--- config.mk ---
export PLATFORM = sky130hd
export DESIGN_NAME = eeprom_cmd_ctrl
export DESIGN_NICKNAME = d
export VERILOG_FILES = /design/src/rtl/eeprom_ctl_pkg.sv /design/src/rtl/eeprom_tick_gen.sv /design/src/rtl/eeprom_shift_seq.sv /design/src/rtl/eeprom_cmd_ctrl.sv
export SDC_FILE = /design/constraint.sdc
export NUM_CORES = 1
export LEC_CHECK = 0
export BUFFER_PORTS_ARGS = -buffer_cell sky130_fd_sc_hd__buf_2
export CAP_MARGIN = 20
export CORE_ASPECT_RATIO = 1.25
export CORE_UTILIZATION = 35
export DETAILED_ROUTE_END_ITERATION = 6
export GPL_TIMING_DRIVEN = 0
export PLACE_DENSITY_LB_ADDON = 0.15
export SLEW_MARGIN = 10
export SYNTH_ARGS = -nofsm -noshare
export SYNTH_HDL_FRONTEND = slang
export SYNTH_SLANG_ARGS = --single-unit
export TNS_END_PERCENT = 20
--- constraint.sdc ---
create_clock -name clk -period 4.45 [get_ports clk]
set_clock_uncertainty 0.2 [all_clocks]
set_input_delay 1.335 -clock clk [delete_from_list [all_inputs] [get_ports clk]]
set_output_delay 1.335 -clock clk [all_outputs]
set_load 0.005 [all_outputs]
--- src/rtl/eeprom_ctl_pkg.sv ---
// Package: shared opcode, sequencer state and command types for the
// serial EEPROM command controller. Assumes a 6-bit word address.
package eeprom_ctl_pkg;
    localparam int ADDR_W = 6;
    localparam int OP_W   = 2;
    localparam int CMD_W  = OP_W + ADDR_W;

    typedef enum logic [OP_W-1:0] {
        OP_CTRL  = 2'd0,
        OP_WRITE = 2'd1,
        OP_READ  = 2'd2,
        OP_ERASE = 2'd3
    } ee_op_e;

    typedef enum logic [1:0] {
        ST_IDLE,
        ST_SHIFT,
        ST_READY,
        ST_GAP
    } seq_state_e;

    typedef struct packed {
        ee_op_e            op;
        logic [ADDR_W-1:0] addr;
    } ee_cmd_t;
endpackage

--- src/rtl/eeprom_tick_gen.sv ---
// Module: serial clock phase tick generator. While run is high it pulses
// tick once every HALF system clocks. The first tick comes HALF clocks
// after run rises. Assumes HALF >= 1.
module eeprom_tick_gen #(
    parameter int HALF = 4
) (
    input  logic clk,
    input  logic rst_n,
    input  logic run,
    output logic tick
);
    localparam int CW = (HALF > 1) ? $clog2(HALF) : 1;
    localparam logic [CW-1:0] LAST = CW'(HALF - 1);

    logic [CW-1:0] cnt;

    // Count system clocks inside one serial half period; restart when idle.
    always_ff @(posedge clk) begin
        if (!rst_n || !run) begin
            cnt <= '0;
        end else if (cnt == LAST) begin
            cnt <= '0;
        end else begin
            cnt <= cnt + 1'b1;
        end
    end

    assign tick = run && (cnt == LAST);

    generate
        if (HALF > 1) begin : g_spacing
            AST_TICK_SPACED: assert property (@(posedge clk) disable iff (!rst_n)
                tick |=> !tick);
        end
    endgenerate
endmodule

--- src/rtl/eeprom_shift_seq.sv ---
// Module: frame sequencer. It drives chip select, serial clock and data out
// for one command frame. It shifts in read data and waits for the device
// ready level after erase and write. Each phase advances on a tick from the
// tick generator. Assumes start is only asserted while busy is low.
module eeprom_shift_seq
    import eeprom_ctl_pkg::*;
#(
    parameter int DATA_W = 16
) (
    input  logic              clk,
    input  logic              rst_n,
    input  logic              tick,
    input  logic              start,
    input  ee_cmd_t           cmd,
    input  logic [DATA_W-1:0] wdata,
    input  logic              ee_do,
    output logic              busy,
    output logic              run,
    output logic              ee_cs,
    output logic              ee_sk,
    output logic              ee_di,
    output logic              rd_done,
    output logic [DATA_W-1:0] rd_word
);
    localparam int HDR_BITS   = 1 + OP_W + ADDR_W;
    localparam int FRAME_BITS = HDR_BITS + DATA_W;
    localparam int LW         = $clog2(FRAME_BITS + 1);

    seq_state_e            state;
    ee_op_e                op_q;
    logic [FRAME_BITS-1:0] tx;
    logic [DATA_W-1:0]     rx;
    logic [LW-1:0]         left;
    logic                  gap_ph;
    logic                  long_frame;

    assign long_frame = (cmd.op == OP_READ) || (cmd.op == OP_WRITE);

    // Step the frame: load on start, toggle the clock on ticks, shift bits, wait, gap.
    always_ff @(posedge clk) begin
        if (!rst_n) begin
            state   <= ST_IDLE;
            op_q    <= OP_CTRL;
            tx      <= '0;
            rx      <= '0;
            left    <= '0;
            gap_ph  <= 1'b0;
            ee_cs   <= 1'b0;
            ee_sk   <= 1'b0;
            rd_done <= 1'b0;
        end else begin
            rd_done <= 1'b0;
            case (state)
                ST_IDLE: begin
                    if (start) begin
                        ee_cs <= 1'b1;
                        ee_sk <= 1'b0;
                        op_q  <= cmd.op;
                        tx    <= {1'b1, cmd.op, cmd.addr,
                                  (cmd.op == OP_WRITE) ? wdata : DATA_W'(0)};
                        left  <= long_frame ? LW'(FRAME_BITS) : LW'(HDR_BITS);
                        state <= ST_SHIFT;
                    end
                end
                ST_SHIFT: begin
                    if (tick) begin
                        if (!ee_sk) begin
                            ee_sk <= 1'b1;
                        end else begin
                            ee_sk <= 1'b0;
                            rx    <= {rx[DATA_W-2:0], ee_do};
                            if (left == LW'(1)) begin
                                ee_cs   <= 1'b0;
                                tx      <= '0;
                                rd_done <= (op_q == OP_READ);
                                state   <= (op_q == OP_WRITE || op_q == OP_ERASE)
                                           ? ST_READY : ST_GAP;
                            end else begin
                                tx   <= tx << 1;
                                left <= left - 1'b1;
                            end
                        end
                    end
                end
                ST_READY: begin
                    if (ee_do) begin
                        state <= ST_GAP;
                    end
                end
                default: begin
                    if (tick) begin
                        gap_ph <= ~gap_ph;
                        if (gap_ph) begin
                            state <= ST_IDLE;
                        end
                    end
                end
            endcase
        end
    end

    assign ee_di   = tx[FRAME_BITS-1];
    assign busy    = (state != ST_IDLE);
    assign run     = (state == ST_SHIFT) || (state == ST_GAP);
    assign rd_word = rx;

    AST_SK_NEEDS_CS: assert property (@(posedge clk) disable iff (!rst_n)
        ee_sk |-> ee_cs);
    AST_DI_HELD_SK_HIGH: assert property (@(posedge clk) disable iff (!rst_n)
        ee_sk |-> $stable(ee_di));
    AST_START_BIT_ONE: assert property (@(posedge clk) disable iff (!rst_n)
        $rose(ee_cs) |-> ee_di);
    AST_READY_HOLD: assert property (@(posedge clk) disable iff (!rst_n)
        (state == ST_READY && !ee_do) |=> (state == ST_READY));
    AST_CS_LOW_AFTER_FRAME: assert property (@(posedge clk) disable iff (!rst_n)
        $fell(ee_cs) |=> !ee_cs);
endmodule

--- src/rtl/eeprom_cmd_ctrl.sv ---
// Module: serial EEPROM command controller top. It holds the command and
// data registers, accepts commands only while idle, and loads the fetched
// word after a read. Assumes a device with 64 words of DATA_W bits that
// drives its data line high when ready.
module eeprom_cmd_ctrl
    import eeprom_ctl_pkg::*;
#(
    parameter int CLK_HALF = 4,
    parameter int DATA_W   = 16
) (
    input  logic              clk,
    input  logic              rst_n,
    input  logic              cmd_wr,
    input  logic [CMD_W-1:0]  cmd_in,
    input  logic              data_wr,
    input  logic [DATA_W-1:0] data_in,
    output logic [15:0]       status,
    output logic [DATA_W-1:0] data_out,
    output logic              ee_cs,
    output logic              ee_sk,
    output logic              ee_di,
    input  logic              ee_do
);
    localparam int PAD_W = 15 - CMD_W;

    logic              busy;
    logic              run;
    logic              tick;
    logic              accept;
    logic              rd_done;
    logic [DATA_W-1:0] rd_word;
    logic [CMD_W-1:0]  cmd_q;
    logic [DATA_W-1:0] data_q;

    assign accept = cmd_wr && !busy;

    // Capture the command word when a new transaction is accepted.
    always_ff @(posedge clk) begin
        if (!rst_n) begin
            cmd_q <= '0;
        end else if (accept) begin
            cmd_q <= cmd_in;
        end
    end

    // Data register: a finished read takes priority over a host write.
    always_ff @(posedge clk) begin
        if (!rst_n) begin
            data_q <= '0;
        end else if (rd_done) begin
            data_q <= rd_word;
        end else if (data_wr) begin
            data_q <= data_in;
        end
    end

    eeprom_tick_gen #(
        .HALF (CLK_HALF)
    ) i_tick (
        .clk   (clk),
        .rst_n (rst_n),
        .run   (run),
        .tick  (tick)
    );

    eeprom_shift_seq #(
        .DATA_W (DATA_W)
    ) i_seq (
        .clk     (clk),
        .rst_n   (rst_n),
        .tick    (tick),
        .start   (accept),
        .cmd     (ee_cmd_t'(cmd_in)),
        .wdata   (data_q),
        .ee_do   (ee_do),
        .busy    (busy),
        .run     (run),
        .ee_cs   (ee_cs),
        .ee_sk   (ee_sk),
        .ee_di   (ee_di),
        .rd_done (rd_done),
        .rd_word (rd_word)
    );

    assign status   = {busy, {PAD_W{1'b0}}, cmd_q};
    assign data_out = data_q;

    AST_BUSY_ON_ACCEPT: assert property (@(posedge clk) disable iff (!rst_n)
        (cmd_wr && !busy) |=> busy);
    AST_CMD_IGNORED_BUSY: assert property (@(posedge clk) disable iff (!rst_n)
        (cmd_wr && busy) |=> $stable(cmd_q));
    AST_CS_ONLY_BUSY: assert property (@(posedge clk) disable iff (!rst_n)
        !busy |-> !ee_cs);
    AST_READ_LOADED: assert property (@(posedge clk) disable iff (!rst_n)
        rd_done |=> (data_q == $past(rd_word)));
endmodule

==> flow_summary.ini <==
[final_layout]
regArea_um2 = 1562
fin_area_um2 = 4295
insertedDiodeCount = 0
area_growth_pct = 20.54
fin_util_pct = 44.01
drive_above_1_share_pct = 19.00
nNetsFinal = 534
multi_input_area_um2 = 1782
fillers = 998

[worst_hold_path]
hp-start = i_tick.cnt[0]
hold_end = i_tick.cnt[0]
hold_path_depth = 1
hp-class = reg -> reg

[placement]
io_buffer_count = 55
gp_congestion = 0.8252
place_area_um2 = 4019
dp_hpwl_um = 6886

[grt]
grt_util_met2_pct = 31.29
use_met1_pct = 22.63
grt.busiest_layer = met2
grt_pass1_wl_um = 14920
grt_max_degree = 15
antenna_found_initial = 0
track_usage_pct = 18.24
overflow = 0
met3_usage_pct = 3.307
grt_pass1_vias = 2953

[yosys]
netlist_top_cells_area = dfxtp_1 (44%), nor2_1 (7.1%), a21oi_1 (6.5%)
ys_async_sr_fraction_pct = 0
avgSynthCellArea_um2 = 8.424
synth_top_area_cell = dfxtp_1
ys_warn_count = 0
synth_seq_cells = 78
synth.distinct_cells = 41
ys_seq_area_share_pct = 43.82
synthFlopType = dfxtp_1
synth_cells = 423
synth_edf_count = 0
synth_area_um2 = 3563
netlist.area_leader.share_pct = 43.82

[critical_path]
crit_path_end_kind = primary output
critPathTopFamily = buffers and inverters
critPathLaunchType = register
cp_common_cell = inv_1
critPathSlowestCell = dfxtp_1
critPathKind = reg -> out
r2r_slack_ns = 1.99
crit_fanout = 10
arrival_ns = 1.76
path_cells = inv_1 > ha_1 > clkbuf_1 > inv_1 > buf_4 > buf_2
regToRegStartpoint = i_seq.state[0]
cp_data_required_time_ns = 2.91
r2r_end = i_seq.tx[8]
worst_r2r_path_depth = 7
crit_buf_inv = 5
critPathMaxStageDelay_ns = 0.35

[pwr]
peakVddDrop_uv = 234.5
total_power_w = 0.002386
p_leak_nw = 1.765
power_density_nw_per_um2 = 555.5

[drt]
drt_iter0_drc = 103
wire_per_inst_um = 14.74
drc = 0
drt-total-wl_um = 9229
drt_pass1_iterations = 4
antenna_left = 0
vias = 3143
avgViaCountPerCell = 5.021

[timing]
tightest_slew_ns = 0.7454
period_share_pct = 74.08
rsz0062_at_grt = no
hold_viol = 0
holdWs_ns = 0.2306
fmax_mhz = 303.4
final_max_slew_viol_count = 0
max_slew_margin_pct = 50.01
tns_ns = 0
setup_viol = 0
post-route-min-period_ns = 3.296

[floorplanning]
die_w_um = 92.25
initial_core_util_pct = 36.51
core-area_um2 = 9759
io_pins = 64
fp.dieArea_um2 = 10590
die_h_um = 114.8
fp-row-count = 40

[run]
drv_cap = 0

[clock_tree]
clock-root-buffer = clkbuf_16
cts_hold_repair.buffers = 0
htree_levels = 3
clkLatencyLatePin_ns = 0.34
cts_setup_buffers = 0
cts_tree = built
cts.path.max_buffers = 2
cts_made_buffers = 9
clock-sinks = 78
cts.clk_slew.worst_paths_ns = 0.07
cts-resized-gates = 0

[outcome]
outcome = complete, no violations
==> per-layer routing <==
metal / up-vias / routed length [um]
met2: 84 / 4531
met5: - / 0
li1: 1600 / -
met1: 1446 / 4155
met3: 13 / 387
met4: 0 / 155
==> cell families (layout without fill, tap and decap cells) <==
logic type               after synthesis  after routing  synth area share [%]
other                                  1              7                0.1052
multiplexers                          19             19                 5.372
XOR/XNOR                               1              1                0.2458
buffers and inverters                 48            119                 6.812
flip-flops                            78             78                 43.82
AO/OA/AOI/OAI                        103            103                 19.28
adder cells (fa/ha/maj)               10             10                 3.511
AND/OR/NAND/NOR                      163            163                 20.86
==> power breakdown <==
part	total [W]	internal (W)	switching [W]
Combinational	0.000756	0.000317	0.000439
Clock	0.000687	0.000381	0.000306
Sequential	0.000943	0.000848	0.0000949
Total	0.00239	0.00155	0.000840
==> layout make-up <==
| class | count | share of cell area, % |
|---|---|---|
| timing repair buffer | 55 | 6.408 |
| multi-input combinational | 303 | 41.48 |
| clock inverter | 6 | 1.107 |
| inverter | 9 | 0.7865 |
| tap | 126 | 3.670 |
| buffer | 39 | 4.865 |
| sequential | 78 | 36.35 |
| clock buffer | 10 | 5.331 |
==> synthesized netlist by cell type, drive strengths merged, types with 2 or more instances <==
library cell  instances
and4b                 2
buf                  19
inv                   9
ha                   10
nand2b               11
a311oi                9
a22oi                15
a21oi                46
nor2b                 4
nand3                16
and3                  2
clkbuf               20
a211oi               19
nor4b                 2
nand2                48
nand3b                2
o21ai                 6
dfxtp                78
a21boi                3
mux2i                18
nor2                 67
nor3                  2
==> how the worst max path moves through the flow <==
stage,startpoint,end,depth (start not counted)
after CTS,i_seq.state[1],status[15],6
after floorplan,cmd_wr,i_seq.left[2],5
after detailed placement,cmd_in[7],i_seq.tx[11],7
after global routing,i_seq.state[1],status[15],6
final,i_seq.state[1],status[15],6
after global placement,cmd_in[7],i_seq.tx[13],7
==> state kept, by name, indices dropped and copies added, names as in the netlist, 2 cells and up <==
name and cells:
i_seq.state 2, i_seq.op_q 2, i_tick.cnt 2, cmd_q 6, i_seq.tx 25, i_seq.rd_word 16
i_seq.left 5, data_out 16
==> worst register-to-register path: stages, from the launching register on <==
cell,delay [ns]
dfxtp_1,0.42
inv_1,0.10
ha_1,0.28
nor2b_1,0.21
a2111oi_4,0.43
buf_2,0.29
buf_2,0.27
a211oi_1,0.11
==> cell usage in the layout, fill, tap and decap left out, drive strengths merged, types with 2 or more instances in the layout <==
cell type   n
dfxtp      78
a21boi      3
ha         10
inv        10
nand2      48
a311oi      9
and3        2
o21ai       6
mux2i      18
nand2b     11
and4b       2
a21oi      46
buf        74
clkbuf     30
a22oi      15
nor3        2
nand3b      2
nand3      16
clkinvlp    4
a211oi     19
nor2b       4
nor4b       2
conb        7
nor2       67
==> through the flow <==
stage               worst slack, ns  cells
detailed placement            1.255    610
global route                 0.9995    626
global placement              1.276    610
floorplan                     1.734    429
CTS                           1.124    626
finish                        1.154    626
No activity file was read; power rests on OpenSTA's default activity.
